**src/rtl/seg_xlat_pkg.sv**
```systemverilog
package seg_xlat_pkg;
  parameter int unsigned PADDR_W  = 24;
  parameter int unsigned OFF_W    = 16;
  parameter int unsigned RIGHTS_W = 8;

  localparam int unsigned RB_PRESENT = 7;
  localparam int unsigned RB_SEGDESC = 4;
  localparam int unsigned RB_EXEC    = 3;
  localparam int unsigned RB_RW      = 1;

  typedef enum logic [1:0] {
    ACC_RD    = 2'd0,
    ACC_WR    = 2'd1,
    ACC_FETCH = 2'd2,
    ACC_RSVD  = 2'd3
  } acc_kind_e;

  typedef enum logic [1:0] {
    FLT_NONE   = 2'd0,
    FLT_ABSENT = 2'd1,
    FLT_LIMIT  = 2'd2,
    FLT_TYPE   = 2'd3
  } fault_e;

  typedef struct packed {
    logic [PADDR_W-1:0]  base;
    logic [OFF_W-1:0]    limit;
    logic [RIGHTS_W-1:0] rights;
  } seg_desc_t;
endpackage

```
**src/rtl/seg_desc_cache.sv**
```systemverilog
module seg_desc_cache
  import seg_xlat_pkg::*;
#(
  parameter int unsigned NUM_SEGS = 4,
  localparam int unsigned SEG_W = (NUM_SEGS > 1) ? $clog2(NUM_SEGS) : 1
) (
  input  logic             clk_i,
  input  logic             rst_ni,
  input  logic             wr_en_i,
  input  logic [SEG_W-1:0] wr_seg_i,
  input  seg_desc_t        wr_desc_i,
  input  logic [SEG_W-1:0] rd_seg_i,
  output seg_desc_t        rd_desc_o
);
  seg_desc_t ent_arr [NUM_SEGS];

  for (genvar g = 0; g < NUM_SEGS; g++) begin : g_ent
    seg_desc_t ent_q;
    always_ff @(posedge clk_i or negedge rst_ni) begin
      if (!rst_ni) ent_q <= '0;
      else if (wr_en_i && (wr_seg_i == SEG_W'(g))) ent_q <= wr_desc_i;
    end
    assign ent_arr[g] = ent_q;
  end

  always_comb begin
    rd_desc_o = '0;
    if (32'(rd_seg_i) < NUM_SEGS) rd_desc_o = ent_arr[rd_seg_i];
  end


  wr_lands_chk: assert property (@(posedge clk_i) disable iff (!rst_ni)
    (wr_en_i && (32'(wr_seg_i) < NUM_SEGS)) |=> ent_arr[$past(wr_seg_i)] == $past(wr_desc_i));
endmodule

```
**src/rtl/seg_rights_chk.sv**
```systemverilog
module seg_rights_chk
  import seg_xlat_pkg::*;
(
  input  logic [RIGHTS_W-1:0] rights_i,
  input  logic [1:0]          kind_i,
  output logic                present_o,
  output logic                type_ok_o
);
  logic is_code, rw_bit;

  always_comb begin
    present_o = rights_i[RB_PRESENT];
    is_code   = rights_i[RB_EXEC];
    rw_bit    = rights_i[RB_RW];
    type_ok_o = 1'b0;
    if (rights_i[RB_SEGDESC]) begin
      if (is_code) begin
        unique case (acc_kind_e'(kind_i))
          ACC_FETCH: type_ok_o = 1'b1;
          ACC_RD:    type_ok_o = rw_bit;
          default:   type_ok_o = 1'b0;
        endcase
      end else begin
        unique case (acc_kind_e'(kind_i))
          ACC_RD:  type_ok_o = 1'b1;
          ACC_WR:  type_ok_o = rw_bit;
          default: type_ok_o = 1'b0;
        endcase
      end
    end
  end
endmodule

```
**src/rtl/seg_addr_gen.sv**
```systemverilog
module seg_addr_gen
  import seg_xlat_pkg::*;
(
  input  logic [PADDR_W-1:0] base_i,
  input  logic [OFF_W-1:0]   limit_i,
  input  logic [OFF_W-1:0]   off_i,
  output logic [PADDR_W-1:0] paddr_o,
  output logic               in_limit_o
);
  // wraps modulo 2^PADDR_W
  assign paddr_o    = base_i + PADDR_W'(off_i);
  assign in_limit_o = (off_i <= limit_i);
endmodule

```
**src/rtl/seg_xlat.sv**
```systemverilog
module seg_xlat
  import seg_xlat_pkg::*;
#(
  parameter int unsigned NUM_SEGS = 4,
  localparam int unsigned SEG_W = (NUM_SEGS > 1) ? $clog2(NUM_SEGS) : 1
) (
  input  logic                clk_i,
  input  logic                rst_ni,
  input  logic                cfg_we_i,
  input  logic [SEG_W-1:0]    cfg_seg_i,
  input  logic [PADDR_W-1:0]  cfg_base_i,
  input  logic [OFF_W-1:0]    cfg_limit_i,
  input  logic [RIGHTS_W-1:0] cfg_rights_i,
  input  logic                req_valid_i,
  input  logic [SEG_W-1:0]    req_seg_i,
  input  logic [OFF_W-1:0]    req_off_i,
  input  logic [1:0]          req_kind_i,
  output logic                valid_o,
  output logic                go_o,
  output logic [PADDR_W-1:0]  paddr_o,
  output logic [1:0]          fault_o
);
  seg_desc_t          wr_desc, cur_desc;
  logic               present, type_ok, in_limit;
  logic [PADDR_W-1:0] paddr_raw;
  fault_e             fault_d;

  logic               valid_q, go_q;
  fault_e             fault_q;
  logic [PADDR_W-1:0] paddr_q;

  assign wr_desc = '{base: cfg_base_i, limit: cfg_limit_i, rights: cfg_rights_i};

  seg_desc_cache #(.NUM_SEGS(NUM_SEGS)) u_cache (
    .clk_i     (clk_i),
    .rst_ni    (rst_ni),
    .wr_en_i   (cfg_we_i),
    .wr_seg_i  (cfg_seg_i),
    .wr_desc_i (wr_desc),
    .rd_seg_i  (req_seg_i),
    .rd_desc_o (cur_desc)
  );

  seg_rights_chk u_rights (
    .rights_i  (cur_desc.rights),
    .kind_i    (req_kind_i),
    .present_o (present),
    .type_ok_o (type_ok)
  );

  seg_addr_gen u_addr (
    .base_i     (cur_desc.base),
    .limit_i    (cur_desc.limit),
    .off_i      (req_off_i),
    .paddr_o    (paddr_raw),
    .in_limit_o (in_limit)
  );

  // absent > type > limit
  always_comb begin
    if (!present)      fault_d = FLT_ABSENT;
    else if (!type_ok) fault_d = FLT_TYPE;
    else if (!in_limit) fault_d = FLT_LIMIT;
    else               fault_d = FLT_NONE;
  end

  always_ff @(posedge clk_i or negedge rst_ni) begin
    if (!rst_ni) begin
      valid_q <= 1'b0;
      go_q    <= 1'b0;
      fault_q <= FLT_NONE;
      paddr_q <= '0;
    end else begin
      valid_q <= req_valid_i;
      go_q    <= req_valid_i && (fault_d == FLT_NONE);
      fault_q <= req_valid_i ? fault_d : FLT_NONE;
      paddr_q <= (req_valid_i && (fault_d == FLT_NONE)) ? paddr_raw : '0;
    end
  end

  assign valid_o = valid_q;
  assign go_o    = go_q;
  assign fault_o = fault_q;
  assign paddr_o = paddr_q;


  go_addr_chk: assert property (@(posedge clk_i) disable iff (!rst_ni)
    go_o |-> paddr_o == ($past(cur_desc.base) + PADDR_W'($past(req_off_i))));

  idle_quiet_chk: assert property (@(posedge clk_i) disable iff (!rst_ni)
    !valid_o |-> (!go_o && fault_o == 2'd0 && paddr_o == '0));

  absent_src_chk: assert property (@(posedge clk_i) disable iff (!rst_ni)
    (valid_o && fault_o == 2'd1) |-> !$past(cur_desc.rights[RB_PRESENT]));

  go_present_chk: assert property (@(posedge clk_i) disable iff (!rst_ni)
    go_o |-> $past(cur_desc.rights[RB_PRESENT]));

  go_in_limit_chk: assert property (@(posedge clk_i) disable iff (!rst_ni)
    go_o |-> ($past(req_off_i) <= $past(cur_desc.limit)));

  limit_src_chk: assert property (@(posedge clk_i) disable iff (!rst_ni)
    (valid_o && fault_o == 2'd2) |-> ($past(req_off_i) > $past(cur_desc.limit)));

  go_excl_chk: assert property (@(posedge clk_i) disable iff (!rst_ni)
    go_o |-> (valid_o && fault_o == 2'd0));
endmodule

```
**config.mk**
```make
export PLATFORM = sky130hd
export DESIGN_NAME = seg_xlat
export DESIGN_NICKNAME = d
export VERILOG_FILES = /design/src/rtl/seg_xlat_pkg.sv /design/src/rtl/seg_desc_cache.sv /design/src/rtl/seg_rights_chk.sv /design/src/rtl/seg_addr_gen.sv /design/src/rtl/seg_xlat.sv
export SDC_FILE = /design/constraint.sdc
export NUM_CORES = 1
export LEC_CHECK = 0
export BUFFER_PORTS_ARGS = -buffer_cell sky130_fd_sc_hd__buf_2
export CORE_UTILIZATION = 30
export DETAILED_ROUTE_END_ITERATION = 6
export PLACE_DENSITY_LB_ADDON = 0.3
export SLEW_MARGIN = 25
export SYNTH_ARGS = -nofsm -noshare
export SYNTH_HDL_FRONTEND = slang
export SYNTH_HIERARCHICAL = 1
export SYNTH_SLANG_ARGS = --single-unit
```
**constraint.sdc**
```tcl
create_clock -name clk_i -period 2.6 [get_ports clk_i]
set_input_delay 0.65 -clock clk_i [delete_from_list [all_inputs] [get_ports clk_i]]
set_output_delay 0.65 -clock clk_i [all_outputs]
set_load 0.02 [all_outputs]
```
# Word level (Yosys, flattened, before mapping)
# Cells that the tools add are included.
# word_totals
reg_bits	220
latchBits	0
mem_bits_rw	0
rom_bits	0
wordCells	45
n_memories	0
# op_classes
add_sub_neg	1
multipliers	0
n_div	0
order_cmp	2
n_eq_ne	5
n_shift	0
muxes	12
bitwise	1
n_reduce_logical	8
# op_table
cell	n
$bmux 48 s2	1
$mux 48	2
$add 24x16->24	1
$mux 24	1
$le 16x16->1	1
$mux 2	4
$eq 2x2->1 const B	3
$logic_not 2->1	3
$logic_and 1x1->1	5
$eq 2x1->1 const B	2
$pmux 1 s2	2
$ge 3x3->1 const B	1
$not 2->3	1
$mux 1	2

# Logic depth before layout (Yosys ltp)
# logic_depth
depth_word	12
mapped_depth	13

# Modules after synthesis
# The synthesis kept the hierarchy.
# by_module_without_submodules
mod	instances	cells_each	area_per_inst_um2
seg_desc_cache	1	466	8251.7
seg_addr_gen	1	206	1476.4
seg_xlat	1	58	918.4
seg_rights_chk	1	5	36.3

# Worst setup path before layout
# No wires, ideal clock.
# synth_timing
path_type	input port to flip-flop
start	input port req_seg_i[0]
end	register paddr_q[22], in the netlist paddr_o[22]
setup_time_ns	0.120
arrival_time_ns	3.459
t_required_ns	2.480
setup_slack_ns	-0.979
path_stages	12
path_cell_list	buf_4 buf_4 mux4_2 ha_1 fa_1 a21o_1 a221oi_1 o211ai_1 nand2_1 o21ai_0 xor2_1 and2_2
# synth_rtl
element	line_no	text
start: declaration	seg_xlat.sv:15	input logic [SEG_W-1:0] req_seg_i,
end signal: assignment	seg_xlat.sv:77	paddr_q <= (req_valid_i && (fault_d == FLT_NONE)) ? paddr_raw : '0;
end: declaration	seg_xlat.sv:30	logic [PADDR_W-1:0] paddr_q;

==> impl_metrics.prom <==
# TYPE chip_impl_metric gauge
chip_impl_info{name="status",value="finished with violations"} 1
chip_impl_info{name="failed_checks",value="negative setup slack"} 1
chip_impl_metric{name="dieArea",unit="um2"} 34100
chip_impl_metric{name="path_clk_slew",unit="ns"} 0.05
chip_impl_metric{name="clock.fmax",unit="GHz"} 0.359
chip_impl_metric{name="fin_nets",unit=""} 988
chip_impl_info{name="worst_hold_path_type",value="in -> async"} 1
chip_impl_metric{name="postLayoutCoreUtil",unit="%"} 39.1
chip_impl_metric{name="power_per_cell_area",unit="nW/um2"} 773
chip_impl_metric{name="final_critical_path_setup_slack",unit="ns"} -0.187
chip_impl_metric{name="vias_per_instance",unit=""} 4.72
chip_impl_metric{name="holdWs",unit="ns"} 0.124
chip_impl_metric{name="ctsHtreeMaxLevel",unit=""} 1
chip_impl_metric{name="core-area",unit="um2"} 32700
chip_impl_metric{name="synth_fp_nets",unit=""} 806
chip_impl_metric{name="p_leak",unit="nW"} 5.74
chip_impl_metric{name="globalRoute.totalOverflow",unit=""} 0
chip_impl_metric{name="cts_buffers",unit=""} 23
chip_impl_info{name="setup.worst_path.end_class",value="register"} 1
chip_impl_info{name="critPathKind",value="in -> reg"} 1
chip_impl_metric{name="cts.sinks",unit=""} 204
chip_impl_metric{name="drt-pass1-iter-count",unit=""} 4
chip_impl_info{name="cts_root_buffer",value="clkbuf_16"} 1
chip_impl_info{name="startpoint",value="req_seg_i[0]"} 1
chip_impl_metric{name="io_buffer_count",unit=""} 97
chip_impl_info{name="termination_of_the_worst_setup_path",value="paddr_o[22]$_DFF_PN0_"} 1
chip_impl_metric{name="maximum_buffer_depth_of_the_clock_tree",unit=""} 3
chip_impl_metric{name="max-vdd-ir-drop",unit="V"} 0.000427
chip_impl_metric{name="gr-usage-all-layers",unit="%"} 15.2
chip_impl_metric{name="pre_cts_ws",unit="ns"} -0.823
chip_impl_metric{name="first_global_vias",unit=""} 6904
chip_impl_metric{name="routed_wire_length_per_instance",unit="um"} 18.5
chip_impl_metric{name="rows",unit=""} 66
chip_impl_metric{name="hold_buffers",unit=""} 0
chip_impl_metric{name="mean_post_synth_cell_area",unit="um2"} 14.3
chip_impl_metric{name="worst_slew_pin_slew",unit="ns"} 0.503
chip_impl_info{name="cts_tree",value="yes"} 1
chip_impl_metric{name="drv_slew",unit=""} 0
chip_impl_info{name="cell_with_the_largest_stage_delay_on_the_worst_path",value="mux4_2"} 1
chip_impl_metric{name="worst_skew_late_latency",unit="ns"} 0.51
chip_impl_metric{name="setup-violations-final",unit=""} 25
chip_impl_metric{name="reg2regPathDepth",unit=""} 12
chip_impl_metric{name="worstPathBufferInverterCount",unit=""} 4
chip_impl_metric{name="fin_skew",unit="ns"} 0.0122
chip_impl_metric{name="worstPathMaxFanout",unit=""} 7
chip_impl_metric{name="crit_path_max_incr_delay",unit="ns"} 0.50
chip_impl_info{name="crit_path_cell_trace",value="buf_12, buf_12, mux4_2, inv_2, ha_4, nor2b_4, o21a_1, o21a_1, o21bai_1, a21oi_1, o21ai_2, and4_4, buf_8, and2_4"} 1
chip_impl_metric{name="area_delta_synth_final",unit="%"} 27.8
chip_impl_metric{name="nFillCells",unit=""} 3158
chip_impl_metric{name="grt_first_pass_wirelength",unit="um"} 39400
chip_impl_metric{name="detail_route.wirelength",unit="um"} 24800
chip_impl_info{name="rsz0062_at_grt",value="true"} 1
chip_impl_metric{name="critical_path_cell_count",unit=""} 14
chip_impl_metric{name="die-width",unit="um"} 185
chip_impl_metric{name="post-dp-hpwl",unit="um"} 16600
chip_impl_metric{name="synth_cells",unit=""} 699
chip_impl_metric{name="post_synth_instance_area",unit="um2"} 10000
chip_impl_metric{name="routed-via-count",unit=""} 6318
chip_impl_metric{name="worstPathArrival",unit="ns"} 3.23
chip_impl_metric{name="critPathRequiredTime",unit="ns"} 3.04
chip_impl_metric{name="final_min_period_over_clock_period",unit="%"} 107
chip_impl_info{name="rr_startpoint",value="u_cache/ent_arr[9]$_DFFE_PN0P_"} 1
chip_impl_metric{name="start_util",unit="%"} 30.6
chip_impl_info{name="startpoint_kind_of_the_worst_setup_timing_path",value="primary input"} 1
chip_impl_metric{name="finalHoldViolCount",unit=""} 0
chip_impl_metric{name="power",unit="W"} 0.00989
chip_impl_metric{name="drt_iter0_drc",unit=""} 290
chip_impl_metric{name="antenna_left",unit=""} 0
chip_impl_metric{name="ioPinCount",unit=""} 102
chip_impl_metric{name="drv.max_cap_violation_count",unit=""} 0
chip_impl_metric{name="gp_routability_congestion",unit=""} 0.826
chip_impl_metric{name="remaining_drc_errors",unit=""} 0
chip_impl_metric{name="yosysWarningCount",unit=""} 6
chip_impl_metric{name="internal_reg_to_reg_setup_slack",unit="ns"} -0.13
chip_impl_metric{name="tns",unit="ns"} -4.35
chip_impl_info{name="timing.critical_path.max_delay_family",value="compound AO/OA/AOI/OAI gates"} 1
chip_impl_metric{name="die_height",unit="um"} 185
chip_impl_info{name="crit-reg2reg-capture",value="paddr_o[22]$_DFF_PN0_"} 1
chip_impl_metric{name="period_minus_slack",unit="ns"} 2.79
chip_impl_metric{name="slew_headroom",unit="%"} 66.4
chip_impl_metric{name="initial_antenna_violation_count",unit=""} 2
chip_impl_metric{name="final_layout_size_suffix_gt1_share",unit="%"} 55.5
chip_impl_metric{name="grt_max_degree",unit=""} 57
report_power, final:
group	total (W)	leakage, nW	internal, W	switching [W]
clock	0.00324	0.375	0.00198	0.00126
sequential	0.00396	2.47	0.00371	0.000246
combinational	0.00268	2.89	0.00152	0.00117
total	0.00989	5.74	0.00721	0.00267
per-layer routing:
metal	up-vias	share of wire, %	track usage [%]
met5	-	0.040	0
met4	2	1.8	3.70
met3	30	4.2	2.23
met2	116	46	24.1
met1	3226	48	21.8
li1	2944	-	-
metrics by stage:
stage                     instance area, um2  cells
final                                  12800   1338
after global routing                   12800   1337
after CTS                              12800   1340
after detailed placement               11800   1285
after global placement                 11800   1285
after floorplan                        10200    699
worst min-delay path by stage:
stage	endpoint	slack (ns)	cells past startpoint
6_report	paddr_o[2]$_DFF_PN0_	0.12	1
3_5_place_dp	u_cache/ent_arr[91]$_DFFE_PN0P_	0.48	1
5_1_grt	paddr_o[2]$_DFF_PN0_	0.14	1
4_1_cts	paddr_o[2]$_DFF_PN0_	0.12	1
3_3_place_gp	u_cache/ent_arr[91]$_DFFE_PN0P_	0.47	1
2_1_floorplan	fault_o[0]$_DFF_PN0_	0.35	0
state kept, by name (all words and copies together) (netlist names):
signal,count
fault_o,2
go_o,1
paddr_o,24
u_cache/ent_arr,176
valid_o,1
placed cells by master (no fill, tap or decap), types with 16 or more instances in the layout:
master	n
a21oi_1	20
and2_4	16
buf_2	95
buf_4	81
clkbuf_16	23
dfrtp_1	204
ha_1	19
inv_1	21
mux2_2	172
mux4_2	44
nand2_1	19
what timing repair did:
item / in CTS / in global routing
gates resized for setup: 23 / 9
cloned: 5 / 0
buffers inserted: 11 / 0
setup endpoints to repair: 25 / 25
pin swaps: 9 / 5
layout make-up:
| type | count | area (um2) | area share [%] |
|---|---|---|---|
| inverters | 23 | 86.3 | 0.675 |
| diodes | 1 | 2.50 | 0.0196 |
| flip-flops and latches | 204 | 5100 | 39.9 |
| clock buffers | 33 | 673 | 5.26 |
| multi-input cells | 434 | 4830 | 37.8 |
| well taps | 442 | 553 | 4.32 |
| clock inverters | 6 | 80.1 | 0.626 |
| repair buffers | 195 | 1460 | 11.4 |
(Power assumes the default switching activity.)
